### src/rtl/mbus_pkg.sv
package mbus_pkg;

    localparam int BYTE_W    = 8;
    localparam int MAX_LANES = 32;

    typedef logic [BYTE_W-1:0]    byte_t;
    typedef logic [MAX_LANES-1:0] lane_mask_t;

    // Payload that crosses the slot register
    typedef struct packed {
        logic  busy;
        byte_t data;
    } beat_t;

    // A request may go only if it names at least one lane and all named lanes are ready
    function automatic logic lanes_cover(lane_mask_t want, lane_mask_t ready);
        return (want != '0) && ((want & ~ready) == '0);
    endfunction

    // Circular index step below an upper bound n
    function automatic int rr_next(int base, int step, int n);
        int j;
        j = base + step;
        if (j >= n) j = j - n;
        return j;
    endfunction

endpackage

### src/rtl/mbus_elig.sv
module mbus_elig #(
    parameter int N = 12,
    parameter int M = 12
) (
    input  logic [N-1:0]   m_valid,
    input  logic [N*M-1:0] m_dest,
    input  logic [M-1:0]   s_ready,
    input  logic           enable,
    output logic [N-1:0]   elig
);
    import mbus_pkg::*;

    lane_mask_t ready_ext;
    assign ready_ext = lane_mask_t'(s_ready);

    for (genvar i = 0; i < N; i++) begin : g_req
        lane_mask_t want;
        assign want    = lane_mask_t'(m_dest[i*M +: M]);
        assign elig[i] = enable && m_valid[i] && lanes_cover(want, ready_ext);
    end

endmodule

### src/rtl/mbus_rr_pick.sv
module mbus_rr_pick #(
    parameter int N     = 12,
    parameter int IDX_W = 4
) (
    input  logic             clk,
    input  logic             rst,
    input  logic [N-1:0]     req,
    output logic [N-1:0]     grant,
    output logic [IDX_W-1:0] win
);
    import mbus_pkg::*;

    localparam int CW = $clog2(N + 1);

    logic [IDX_W-1:0] last_q;
    logic             found_c;

    // Search starts one past the previous winner, so that winner is tried last
    always_comb begin
        grant   = '0;
        win     = '0;
        found_c = 1'b0;
        for (int k = 1; k <= N; k++) begin
            int j;
            j = rr_next(int'(last_q), k, N);
            if (!found_c && req[j]) begin
                found_c  = 1'b1;
                grant[j] = 1'b1;
                win      = IDX_W'(j);
            end
        end
    end

    always_ff @(posedge clk) begin
        if (rst)       last_q <= IDX_W'(N - 1);
        else if (|req) last_q <= win;
    end

    p_one_grant_r3: assert property (@(posedge clk) disable iff (rst)
        $onehot0(grant));

    p_grant_needs_req_r2: assert property (@(posedge clk) disable iff (rst)
        (grant & ~req) == '0);

    p_no_idle_slot_r4: assert property (@(posedge clk) disable iff (rst)
        (|req) |-> (|grant));

    // Wait counters for each requester, kept for the fairness bound
    for (genvar i = 0; i < N; i++) begin : g_wait
        logic [CW-1:0] wait_q;
        always_ff @(posedge clk) begin
            if (rst)                    wait_q <= '0;
            else if (req[i] && !grant[i]) wait_q <= wait_q + CW'(1);
            else                        wait_q <= '0;
        end
        p_wait_bound_r6: assert property (@(posedge clk) disable iff (rst)
            wait_q < CW'(N));
    end

endmodule

### src/rtl/mbus_beat_reg.sv
module mbus_beat_reg #(
    parameter int N     = 12,
    parameter int M     = 12,
    parameter int IDX_W = 4
) (
    input  logic             clk,
    input  logic             rst,
    input  logic [N-1:0]     grant,
    input  logic [IDX_W-1:0] win,
    input  logic [N*8-1:0]   m_data,
    input  logic [N*M-1:0]   m_dest,
    output mbus_pkg::beat_t  beat_q,
    output logic [M-1:0]     lanes_q,
    output logic [IDX_W-1:0] owner_q
);
    import mbus_pkg::*;

    beat_t            beat_d;
    logic [M-1:0]     lanes_d;
    logic [IDX_W-1:0] owner_d;

    always_comb begin
        beat_d  = '0;
        lanes_d = '0;
        owner_d = '0;
        if (|grant) begin
            beat_d.busy = 1'b1;
            beat_d.data = m_data[int'(win)*BYTE_W +: BYTE_W];
            lanes_d     = m_dest[int'(win)*M +: M];
            owner_d     = win;
        end
    end

    always_ff @(posedge clk) begin
        if (rst) begin
            beat_q  <= '0;
            lanes_q <= '0;
            owner_q <= '0;
        end else begin
            beat_q  <= beat_d;
            lanes_q <= lanes_d;
            owner_q <= owner_d;
        end
    end

endmodule

### src/rtl/mbus_mcast_arb.sv
module mbus_mcast_arb #(
    parameter  int N_MASTERS = 12,
    parameter  int N_SLAVES  = 12,
    localparam int IDX_W     = (N_MASTERS > 1) ? $clog2(N_MASTERS) : 1
) (
    input  logic                      clk,
    input  logic                      rst,
    input  logic [N_MASTERS-1:0]      m_valid,
    input  logic [N_MASTERS*8-1:0]    m_data,
    input  logic [N_SLAVES*N_MASTERS-1:0] m_dest,
    output logic [N_MASTERS-1:0]      m_ready,
    input  logic [N_SLAVES-1:0]       s_ready,
    output logic [N_SLAVES-1:0]       s_valid,
    output logic [7:0]                s_data,
    output logic [IDX_W-1:0]          s_owner,
    output logic                      s_busy
);
    import mbus_pkg::*;

    logic [N_MASTERS-1:0] elig;
    logic [N_MASTERS-1:0] grant;
    logic [IDX_W-1:0]     win;
    beat_t                beat_q;

    mbus_elig #(.N(N_MASTERS), .M(N_SLAVES)) u_elig (
        .m_valid (m_valid),
        .m_dest  (m_dest),
        .s_ready (s_ready),
        .enable  (!rst),
        .elig    (elig)
    );

    mbus_rr_pick #(.N(N_MASTERS), .IDX_W(IDX_W)) u_pick (
        .clk   (clk),
        .rst   (rst),
        .req   (elig),
        .grant (grant),
        .win   (win)
    );

    mbus_beat_reg #(.N(N_MASTERS), .M(N_SLAVES), .IDX_W(IDX_W)) u_beat (
        .clk     (clk),
        .rst     (rst),
        .grant   (grant),
        .win     (win),
        .m_data  (m_data),
        .m_dest  (m_dest),
        .beat_q  (beat_q),
        .lanes_q (s_valid),
        .owner_q (s_owner)
    );

    assign m_ready = grant;
    assign s_data  = beat_q.data;
    assign s_busy  = beat_q.busy;

    p_whole_multicast_r8: assert property (@(posedge clk) disable iff (rst)
        (|m_ready) |=> ((s_valid & ~$past(s_ready)) == '0));

    p_slot_filled_r7: assert property (@(posedge clk) disable iff (rst)
        (|m_ready) |=> (s_busy && (s_valid != '0)));

    p_slot_quiet_r7: assert property (@(posedge clk) disable iff (rst)
        !(|m_ready) |=> (!s_busy && (s_valid == '0) && (s_data == '0)));

    for (genvar i = 0; i < N_MASTERS; i++) begin : g_chk
        p_no_empty_mask_r9: assert property (@(posedge clk) disable iff (rst)
            m_ready[i] |-> (m_valid[i] && (m_dest[i*N_SLAVES +: N_SLAVES] != '0)));
    end

    always_comb begin
        if (rst) p_quiet_in_reset_r1: assert (m_ready == '0);
    end

endmodule

### config.mk
export PLATFORM = sky130hd
export DESIGN_NAME = mbus_mcast_arb
export DESIGN_NICKNAME = d
export VERILOG_FILES = /design/src/rtl/mbus_pkg.sv /design/src/rtl/mbus_elig.sv /design/src/rtl/mbus_rr_pick.sv /design/src/rtl/mbus_beat_reg.sv /design/src/rtl/mbus_mcast_arb.sv
export SDC_FILE = /design/constraint.sdc
export NUM_CORES = 1
export LEC_CHECK = 0
export ABC_CLOCK_PERIOD_IN_PS = 6650
export BUFFER_PORTS_ARGS = -buffer_cell sky130_fd_sc_hd__buf_2
export CAP_MARGIN = 20
export CORE_UTILIZATION = 45
export CTS_BUF_LIST = sky130_fd_sc_hd__clkbuf_16
export CTS_CLUSTER_SIZE = 10
export DETAILED_ROUTE_END_ITERATION = 7
export HOLD_SLACK_MARGIN = 0.15
export PLACE_DENSITY = 0.75
export SYNTH_ARGS = -nofsm -noshare
export SYNTH_HDL_FRONTEND = slang
export SYNTH_HIERARCHICAL = 1
export SYNTH_SLANG_ARGS = --single-unit
### constraint.sdc
create_clock -name clk -period 6.65 [get_ports clk]
set_input_delay 0 -clock clk [delete_from_list [all_inputs] [get_ports clk]]
set_output_delay 0 -clock clk [all_outputs]
set_load 0.02 [all_outputs]
==> key figures <==
Drt
  • DR vias/cell: ~7.2
  • DR WL/cell: approximately 27 um
  • Routed vias: 10,800
  • DRT iter0 DRCs: around 1,700
  • TritonRoute pass-1 iters: 8
  • Post-route ant nets: 0
  • Drt drc: 0
  • Drt total wl: around 41 mm

Logic synthesis
  • List of most frequent post-synthesis cells: mux2i_1 (90), nand2_1 (69), inv_1 (61)
  • Cells after Synth: a little under 1,000
  • Post-Syn Nets: 1,286
  • Most frequent cell after synthesis: mux2i_1
  • Synth cell types: 90
  • Asr flop ratio synth: 0%
  • Syn avg cell area: 7.98 sq um
  • Synth warnings: 6
  • Mapped cell area: between 0.007 and 0.008 sq mm
  • Synth top area cells: mux2i_1 (11%), mux4_2 (7.7%), dfxtp_1 (7.4%), ha_1 (5.7%), a221oi_1 (5.0%)
  • Leading area contributor after synthesis: mux2i_1
  • Seq cells post-synth: 29
  • Ys flop type: dfxtp_1
  • Yosys top cell area share: 11.5%
  • Post-synthesis sequential area ratio: approximately 7.4%
  • Post-synth EDFFs: 0

Global routing
  • Largest net degree at the start of global routing: 37
  • Vias in the first global route: around 10,000
  • First-pass GRT wire length: ~61 mm
  • GRT overflow: 0
  • GRT Util Overall: between 40% and 50%
  • Initial antenna violation count: 1

Pwr
  • Total power: around 5.5 mW
  • Leakage: between 4 and 5 nW
  • Pwr dens: between 500 and 600 mW/mm^2
  • Max IR drop VDD: between 0.6 and 0.7 mV

Finish
  • Synthesis-to-layout area growth: 25.4%
  • FILL cells: 1,607
  • Layout cells sized above 1: about a third
  • Final Net Count: between 1,500 and 2,000

Timing
  • RSZ-0062 raised after global routing: no
  • Final min period: slightly below 6000 ps
  • Layout Skew: between 3 and 4 ps
  • # setup viols final: 0
  • Fmax achieved: between 150 and 200 MHz
  • Slew at the pin closest to its max-slew limit: 1150 ps
  • Fin crit share: about nine tenths
  • Slew Limit Fails: 0
  • Setup TNS: 0 ps
  • Relative slew slack: 22.8%
  • Final hold violations: 0

Clock network
  • Max clock buf depth: 2
  • Clock sinks: 29
  • CTS tree: built
  • Clk_lat worst skew: ~280 ps
  • Htree depth: 2
  • Post-CTS Setup Repair Bufs: 0
  • TritonCTS buffer count: 5
  • Root Driver: clkbuf_16
  • Clock transition at path regs: ~50 ps

Floorplanning
  • Chip height: about 130 um
  • Rows: 47
  • Chip Width: roughly 130 um
  • Die Area: ~0.018 sq mm
  • Core Box Area: around 0.017 sq mm
  • Initial Utilization: between 40% and 50%
  • I/O pins: between 300 and 400

Worst hold path
  • Worst hold path type: in -> reg

Worst setup path
  • Startpoint type of the worst setup path: flop
  • Data arrival, critical path: roughly 6100 ps
  • Critical path capture point type: flop
  • Critical Path RT: roughly 6800 ps
  • Critical path class: reg -> reg
  • Critical Path Fanout Max: 14

Placement
  • Number of port buffers: about 300
  • GP Congestion: 1.11
  • HPWL after DPL: between 30 and 40 mm

Status
  • Status: completed

Job
  • Max-cap violations: 0
sequential cells by signal, summed over array words and instances (netlist names):
| signal | flops |
|---|---|
| u_beat/owner_q | 4 |
| u_beat/beat_q | 9 |
| u_pick/last_q | 4 |
| u_beat/lanes_q | 12 |
per-stage QoR:
step                hold slack [ps]  instances  setup WS (ps)  util [%]  cell area, sq um
finish                          162       1499            682      58.5              9850
global route                    194       1499            377      58.5              9850
detailed placement              376       1489            900      57.6              9690
floorplan                       112        984           1190         -              7850
global placement                371       1488           1060      57.6              9690
CTS                             160       1498            869      58.5              9840
placed cells by master, fill, tap and decap left out, types with 8 or more instances in the layout:
master,count
nor2_1,25
buf_2,303
o22ai_1,17
buf_4,35
inv_1,62
ha_1,36
mux4_2,27
xnor2_1,8
o21ai_1,21
a32o_1,8
and2_1,22
a21oi_1,51
nor2b_1,10
and3_1,11
a221oi_1,45
and4_1,13
nand2_1,68
nand2b_1,9
o211ai_1,9
a32oi_1,9
a22o_1,27
o22a_1,21
a2111oi_2,8
inv_2,14
dfxtp_1,29
nor4_1,50
a222oi_1,13
nor3_1,19
o21ai_0,30
o221ai_1,10
mux2i_1,90
o31ai_1,12
nand3_1,34
report_power, final:
part | internal [mW] | leakage [nW] | switching (mW) | total (mW)
registers | 0.217 | 0.236 | 0.0314 | 0.248
logic | 2.18 | 3.94 | 2.85 | 5.03
clock network | 0.136 | 0.0748 | 0.0807 | 0.216
total | 2.53 | 4.25 | 2.97 | 5.50
critical path, stage by stage (launching register included):
cell and delay [ps]:
dfxtp_1 680, inv_1 340, ha_1 340, xor2_1 330, inv_1 160, ha_1 210
inv_1 50, ha_1 280, o31ai_1 150, xnor2_1 440, a32oi_2 340, and3_1 410
nand4_2 140, buf_4 210, nor3_1 130, a221oi_1 430, o221ai_1 210, nor4_1 290
a31o_2 380, inv_1 140, and2_1 180
cell type report:
type | count | area (sq um) | share of cell area, %
antenna | 1 | 2.50 | 0.0254
tap | 220 | 275 | 2.80
clock inverter | 3 | 13.8 | 0.140
clock buffer | 5 | 125 | 1.27
multi-input combinational | 819 | 6630 | 67.4
timing repair buffer | 346 | 1930 | 19.6
sequential | 29 | 581 | 5.90
inverter | 76 | 285 | 2.90
logic make-up after synthesis:
logic type               synth area share, %
adder cells (fa/ha/maj)                 5.74
XOR/XNOR                                1.58
multiplexers                            22.1
AO/OA/AOI/OAI                           34.2
AND/OR/NAND/NOR                         20.6
buffers and inverters                   8.37
flip-flops                              7.39
layer usage:
metal  part of all wire, %  wire length (um)  global-route usage [%]  vias to the layer above
li1                      -                 -                       -                     4596
met1                    39             15700                    57.6                     5018
met2                    43             17700                    69.5                      978
met3                    12              4990                    9.52                      190
met4                   5.7              2300                    22.7                        0
met5                     0                 0                       0                        -
final timing paths:
check | cells past startpoint | startpoint | to | slack (ps)
setup / recovery | 20 | u_pick/last_q[1] | u_beat/owner_q[0] | 680
hold / removal | 4 | m_data[70] | u_beat/beat_q[6] | 160
setup reg to reg | 20 | u_pick/last_q[1] | u_beat/owner_q[0] | 680
hold reg to reg | 2 | u_pick/last_q[1] | u_pick/last_q[1] | 870
what timing repair did:
| item | CTS | global route |
|---|---|---|
| hold buffers | 1 | 0 |
| hold endpoints to repair | 4 | 0 |
| gates resized for setup | 0 | 0 |
Note: power is estimated with default switching activity, not from simulation.
